`config.mk`:
```
export PLATFORM = sky130hd
export DESIGN_NAME = route_unit
export DESIGN_NICKNAME = d
export VERILOG_FILES = /design/src/rtl/route_pkg.sv /design/src/rtl/route_credit_ctr.sv /design/src/rtl/route_sel.sv /design/src/rtl/route_unit.sv
export SDC_FILE = /design/constraint.sdc
export NUM_CORES = 1
export LEC_CHECK = 0
export ABC_AREA = 1
export BUFFER_PORTS_ARGS = -buffer_cell sky130_fd_sc_hd__buf_2
export CAP_MARGIN = 5
export CORE_ASPECT_RATIO = 1.5
export CORE_MARGIN = 1.5
export CORE_UTILIZATION = 35
export DETAILED_ROUTE_END_ITERATION = 10
export GPL_TIMING_DRIVEN = 0
export PLACE_DENSITY = 0.57
export SYNTH_ARGS = -nofsm -noshare
export SYNTH_HDL_FRONTEND = slang
export SYNTH_SLANG_ARGS = --single-unit
```
`constraint.sdc`:
```
create_clock -name clk_i -period 3.9 [get_ports clk_i]
set_clock_uncertainty 0.1 [all_clocks]
set_input_delay 0.585 -clock clk_i [delete_from_list [all_inputs] [get_ports clk_i]]
set_output_delay 0.585 -clock clk_i [all_outputs]
set_load 0.05 [all_outputs]
```
`src/rtl/route_pkg.sv`:
```
package route_pkg;
  localparam int unsigned TOK_W  = 9;
  localparam int unsigned ADDR_W = 16;
  localparam int unsigned IDX_W  = $clog2(ADDR_W);

  typedef logic [TOK_W-1:0] tok_t;

  localparam tok_t TOK_END   = 9'h101;
  localparam tok_t TOK_PAUSE = 9'h102;

  typedef enum logic [2:0] {
    ST_IDLE,
    ST_HDR_LO,
    ST_EMIT_HI,
    ST_EMIT_LO,
    ST_FWD,
    ST_LOCAL
  } route_st_e;
endpackage

```
`src/rtl/route_credit_ctr.sv`:
```
module route_credit_ctr #(
  parameter int unsigned CNT_W = 7
) (
  input  logic             clk_i,
  input  logic             rst_ni,
  input  logic [1:0]       grant_i,
  input  logic             use_i,
  output logic [CNT_W-1:0] cnt_o,
  output logic             err_o
);
  localparam int unsigned SUM_W   = CNT_W + 1;
  localparam int unsigned CNT_MAX = (1 << CNT_W) - 1;

  logic [SUM_W-1:0] amt, sum;

  always_comb begin
    unique case (grant_i)
      2'b01:   amt = SUM_W'(8);
      2'b10:   amt = SUM_W'(32);
      2'b11:   amt = SUM_W'(64);
      default: amt = '0;
    endcase
    sum = SUM_W'(cnt_o) + amt - SUM_W'(use_i);
  end

  always_ff @(posedge clk_i or negedge rst_ni) begin
    if (!rst_ni) begin
      cnt_o <= '0;
      err_o <= 1'b0;
    end else if (sum > SUM_W'(CNT_MAX)) begin
      cnt_o <= CNT_W'(CNT_MAX);
      err_o <= 1'b1;
    end else begin
      cnt_o <= sum[CNT_W-1:0];
    end
  end
endmodule

```
`src/rtl/route_sel.sv`:
```
module route_sel
  import route_pkg::*;
#(
  parameter int unsigned LINK_W = 2
) (
  input  logic [ADDR_W-1:0]             dest_i,
  input  logic [ADDR_W-1:0]             node_i,
  input  logic [ADDR_W-1:0][LINK_W-1:0] dir_i,
  output logic                          local_o,
  output logic [LINK_W-1:0]             link_o
);
  logic [ADDR_W-1:0] diff;
  logic [IDX_W-1:0]  idx;

  always_comb begin
    diff    = dest_i ^ node_i;
    local_o = (diff == '0);
    idx     = '0;
    // ascending scan: the highest differing bit wins
    for (int i = 0; i < ADDR_W; i++) begin
      if (diff[i]) idx = IDX_W'(i);
    end
    link_o = dir_i[idx];
  end
endmodule

```
`src/rtl/route_unit.sv`:
```
module route_unit
  import route_pkg::*;
#(
  parameter int unsigned N_OUT    = 4,
  parameter int unsigned CNT_W    = 7,
  parameter logic [15:0] NODE_RST = 16'h0000,
  localparam int unsigned LINK_W  = (N_OUT > 1) ? $clog2(N_OUT) : 1
) (
  input  logic               clk_i,
  input  logic               rst_ni,
  input  logic               cfg_addr_we_i,
  input  logic [15:0]        cfg_addr_i,
  input  logic               cfg_dir_we_i,
  input  logic [3:0]         cfg_dir_idx_i,
  input  logic [LINK_W-1:0]  cfg_dir_link_i,
  input  logic               tok_valid_i,
  input  logic [8:0]         tok_i,
  output logic               tok_ready_o,
  output logic [N_OUT-1:0]   out_valid_o,
  output logic [8:0]         out_tok_o,
  input  logic [2*N_OUT-1:0] grant_i,
  output logic [N_OUT-1:0]   credit_err_o,
  output logic               loc_valid_o,
  output logic [8:0]         loc_tok_o
);
  route_st_e st_q, st_d;
  logic [ADDR_W-1:0]             node_q, dest_q;
  logic [ADDR_W-1:0][LINK_W-1:0] dir_q;
  logic [7:0]                    hi_q;
  logic [LINK_W-1:0]             link_q, sel_link;
  logic                          sel_local;
  logic [N_OUT-1:0][CNT_W-1:0]   cnt;
  logic [N_OUT-1:0]              cnt_nz, use_v;
  logic                          send, loc_v, acc, is_close;
  tok_t                          snd_tok;

  route_sel #(.LINK_W(LINK_W)) i_sel (
    .dest_i  ({hi_q, tok_i[7:0]}),
    .node_i  (node_q),
    .dir_i   (dir_q),
    .local_o (sel_local),
    .link_o  (sel_link)
  );

  for (genvar k = 0; k < N_OUT; k++) begin : g_link
    assign cnt_nz[k] = |cnt[k];
    assign use_v[k]  = send && (link_q == LINK_W'(k));
    route_credit_ctr #(.CNT_W(CNT_W)) i_ctr (
      .clk_i   (clk_i),
      .rst_ni  (rst_ni),
      .grant_i (grant_i[2*k +: 2]),
      .use_i   (use_v[k]),
      .cnt_o   (cnt[k]),
      .err_o   (credit_err_o[k])
    );
  end

  assign is_close = (tok_i == TOK_END) || (tok_i == TOK_PAUSE);
  assign acc      = tok_valid_i && tok_ready_o;

  always_comb begin
    st_d        = st_q;
    tok_ready_o = 1'b0;
    send        = 1'b0;
    loc_v       = 1'b0;
    snd_tok     = tok_i;
    unique case (st_q)
      ST_IDLE: begin
        tok_ready_o = 1'b1;
        if (tok_valid_i && !tok_i[8]) st_d = ST_HDR_LO;
      end
      ST_HDR_LO: begin
        tok_ready_o = 1'b1;
        if (tok_valid_i) begin
          if (tok_i[8])       st_d = ST_IDLE;
          else if (sel_local) st_d = ST_LOCAL;
          else                st_d = ST_EMIT_HI;
        end
      end
      ST_EMIT_HI: begin
        snd_tok = {1'b0, dest_q[15:8]};
        if (cnt_nz[link_q]) begin
          send = 1'b1;
          st_d = ST_EMIT_LO;
        end
      end
      ST_EMIT_LO: begin
        snd_tok = {1'b0, dest_q[7:0]};
        if (cnt_nz[link_q]) begin
          send = 1'b1;
          st_d = ST_FWD;
        end
      end
      ST_FWD: begin
        tok_ready_o = cnt_nz[link_q];
        if (acc) begin
          send = 1'b1;
          if (is_close) st_d = ST_IDLE;
        end
      end
      ST_LOCAL: begin
        tok_ready_o = 1'b1;
        if (tok_valid_i) begin
          loc_v = (tok_i != TOK_PAUSE);
          if (is_close) st_d = ST_IDLE;
        end
      end
      default: st_d = ST_IDLE;
    endcase
  end

  always_ff @(posedge clk_i or negedge rst_ni) begin
    if (!rst_ni) begin
      st_q        <= ST_IDLE;
      node_q      <= NODE_RST;
      dir_q       <= '0;
      hi_q        <= '0;
      dest_q      <= '0;
      link_q      <= '0;
      out_valid_o <= '0;
      out_tok_o   <= '0;
      loc_valid_o <= 1'b0;
      loc_tok_o   <= '0;
    end else begin
      st_q <= st_d;
      if (cfg_addr_we_i) node_q <= cfg_addr_i;
      if (cfg_dir_we_i)  dir_q[cfg_dir_idx_i] <= cfg_dir_link_i;
      if (st_q == ST_IDLE && tok_valid_i && !tok_i[8]) hi_q <= tok_i[7:0];
      if (st_q == ST_HDR_LO && tok_valid_i && !tok_i[8]) begin
        dest_q <= {hi_q, tok_i[7:0]};
        link_q <= sel_link;
      end
      out_valid_o <= use_v;
      if (send) out_tok_o <= snd_tok;
      loc_valid_o <= loc_v;
      if (loc_v) loc_tok_o <= tok_i;
    end
  end
endmodule

```
==> impl_metrics.ini <==
[finish]
area_delta_synth_final_pct = 25.8
final_area_um2 = 8910
fillers = 1996
final_cell_mix = nand2_1 (198), inv_1 (130), dfrtp_1 (130), buf_2 (69), o21ai_0 (68)
regArea_um2 = 3310
antenna_cells = 0
post-route-util_pct = 45.0
layout_commonest_cell = nand2_1
drive_gt1_share_pct = 23.1
final_cells = 1237
multi_input_area_um2 = 3350
nets = 1052

[cts]
clock_sinks = 132
clock_latency_ps = 430
numCtsBuffers = 17
cts-root-buf = clkbuf_16
clock_path_buffers = 2
cts_tree = yes
h-tree-depth = 4
cts.clk_slew.worst_paths_ps = 60

[run]
maxCapViolCount = 0

[worst_setup_path]
cp-start-kind = register
worstPathArrival_ps = 3930
worstReg2RegStart = g_link[1].i_ctr.cnt_o[1]
worstSetupEndpointType = register
cp-startpoint = g_link[1].i_ctr.cnt_o[1]
reg2reg_depth = 24
path_max_fanout = 8
worstSetupPathType = reg2reg
cp_data_required_time_ps = 4120

[synthesis]
ys.flop_type = dfrtp_1
synth-async-reset-ratio_pct = 100
yosys-top-cells-area = dfrtp_1 (47%), nand2_1 (11%), inv_1 (7.4%)
syn_inst = 840
synth_area_per_cell_um2 = 8.43
synth_edf_count = 0
synth_nets = 928
synth_top_area_share_pct = 46.7
synth.cell_area_um2 = 7080
ys_types = 37
yosysSeqAreaShare_pct = 46.7
synth_warnings = 0
synth_top_area_cell = dfrtp_1
ys_ff_latch = 132

[floorplanning]
core_area_um2 = 19800
die_x_um = 119
io_pins = 72
start_util_pct = 35.8
row_count = 63
die_h_um = 177
dieArea_um2 = 21100

[timing]
setup_tns_ps = 0
rsz0062_at_grt = yes
report.final.slew_viol_count = 0
fmax_mhz = 269
final_hold_viol_count = 0
fin_crit_sh_pct = 95.3
slew_headroom_pct = 25.7
period_needed_ps = 3720
worstMarginPinSlew_ps = 1110
setup_viol = 0

[worst_hold_path]
min_from = cfg_addr_i[2]
hp-class = in2reg
holdPathStages = 3

[place]
globalplace.congestion = 0.827
dp_cells = 1170
io_buffer_count = 69
post-dp-hpwl_mm = 12.2
post_dp_cell_area_um2 = 7860

[route]
dr.pass1.iters = 4
via_count = 5795
wirelength_mm = 16.5
drtAntennaViolNets = 0
drtIter0Drc = 371
drt-vias-per-instance = 4.68
drc = 0
routedWlPerCell_um = 13.3

[global_route]
grt_max_degree = 87
antenna_found_initial = 0
grt_first_pass_wirelength_mm = 28.1
grt_pass1_vias = 5863
gr-total-overflow = 0
track_usage_pct = 16.9

[power_and_ir_drop]
power_leakage_nw = 4.54
vdd_drop_max_uv = 328
p_per_area_nw_per_um2 = 775

[status]
status = complete, no violations
-- Yosys cell counts, types with 2 or more instances --
cell type,instances
clkbuf_1,12
ha_1,40
a31oi_1,10
nand2_2,7
nor2_1,30
xor2_1,22
o21a_1,4
xnor2_1,6
nand3b_1,4
mux2_2,14
fa_1,4
and2_1,4
clkinv_1,2
nor3_1,13
or2_2,4
a21oi_1,17
buf_4,5
a22oi_1,8
nor4_1,6
dfrtp_1,132
nand2_1,203
nand4_1,5
nand3_1,56
inv_2,5
nand2_4,2
o21ai_0,75
inv_1,140
-- final timing paths --
check	end	slack [ps]
max	g_link[1].i_ctr.err_o	180
min	node_q[2]	270
max reg2reg	g_link[1].i_ctr.err_o	180
min reg2reg	g_link[3].i_ctr.err_o	360
max in group asynchronous	dest_q[6]	2370
min in group asynchronous	dir_q[10]	550
-- flip-flops by register name, indices dropped and copies added, names as in the netlist, 2 cells and up --
signal and count:
dest_q 16, link_q 2, loc_tok_o 9, g_link.i_ctr.err_o 4, node_q 16, hi_q 8, dir_q 32, g_link.i_ctr.cnt_o 28
out_tok_o 9, st_q 3, out_valid_o 4
-- timing repair --
| action | CTS | global route |
|---|---|---|
| buffers inserted | 21 | 14 |
| setup endpoints to repair | 32 | 32 |
| hold endpoints to repair | 3 | 0 |
| cloned | 0 | 0 |
| hold buffers | 1 | 0 |
| pin swaps | 12 | 25 |
| resized for setup | 9 | 42 |
-- through the flow --
stage / hold slack [ps] / power (mW) / setup WS, ps
final: 271 / 6.90 / 184
after global routing: 272 / 7.45 / -79.4
after CTS: 259 / 6.79 / 4.68
after detailed placement: 352 / 4.90 / -411
after global placement: 350 / 4.85 / -412
after floorplan: 189 / 4.22 / 10.7
-- power breakdown --
| part | internal, mW | switching (mW) |
|---|---|---|
| clock network | 1.02 | 0.630 |
| registers | 1.79 | 0.277 |
| logic | 1.21 | 1.97 |
-- logic make-up after synthesis --
logic type	synth area share [%]
mux	2.23
xor+xnor	4.08
simple gates	20.5
fa+ha+maj	8.20
flops	46.7
compound gates	9.12
buf+inv	9.19
-- metal layers --
layer	up-vias	routed length, µm	share of wire, %	track usage (%)
met1	2735	7000	42	19.7
met5	-	0	0	0
met3	30	477	2.9	3.25
met2	99	8570	52	29.7
met4	0	461	2.8	8.23
li1	2931	-	-	-
-- area by class of cell --
class,count,area share [%]
clock inverters,12,1.76
repair buffers,106,7.50
plain buffers,18,1.07
inverters,147,6.31
flip-flops and latches,132,37.1
clock buffers,20,5.01
well taps,260,3.65
multi-input cells,542,37.6
-- worst max-delay path, cell delays in order (launching register included) --
cell and delay, ps:
dfrtp_1 360, inv_2 60, nand4_1 150, nor3_2 50, o21ai_1 130, buf_4 150, nand2_4 50, a31oi_4 150
nand3_2 130, nand2_4 110, inv_6 60, nor3_4 240, ha_2 220, inv_2 40, ha_4 160, fa_2 360
nand2_2 70, inv_2 40, o21a_1 180, nor2_2 150, o21ai_2 80, a21oi_2 180, xor2_2 150, buf_6 150
nand2_1 50
(Power assumes the default switching activity.)
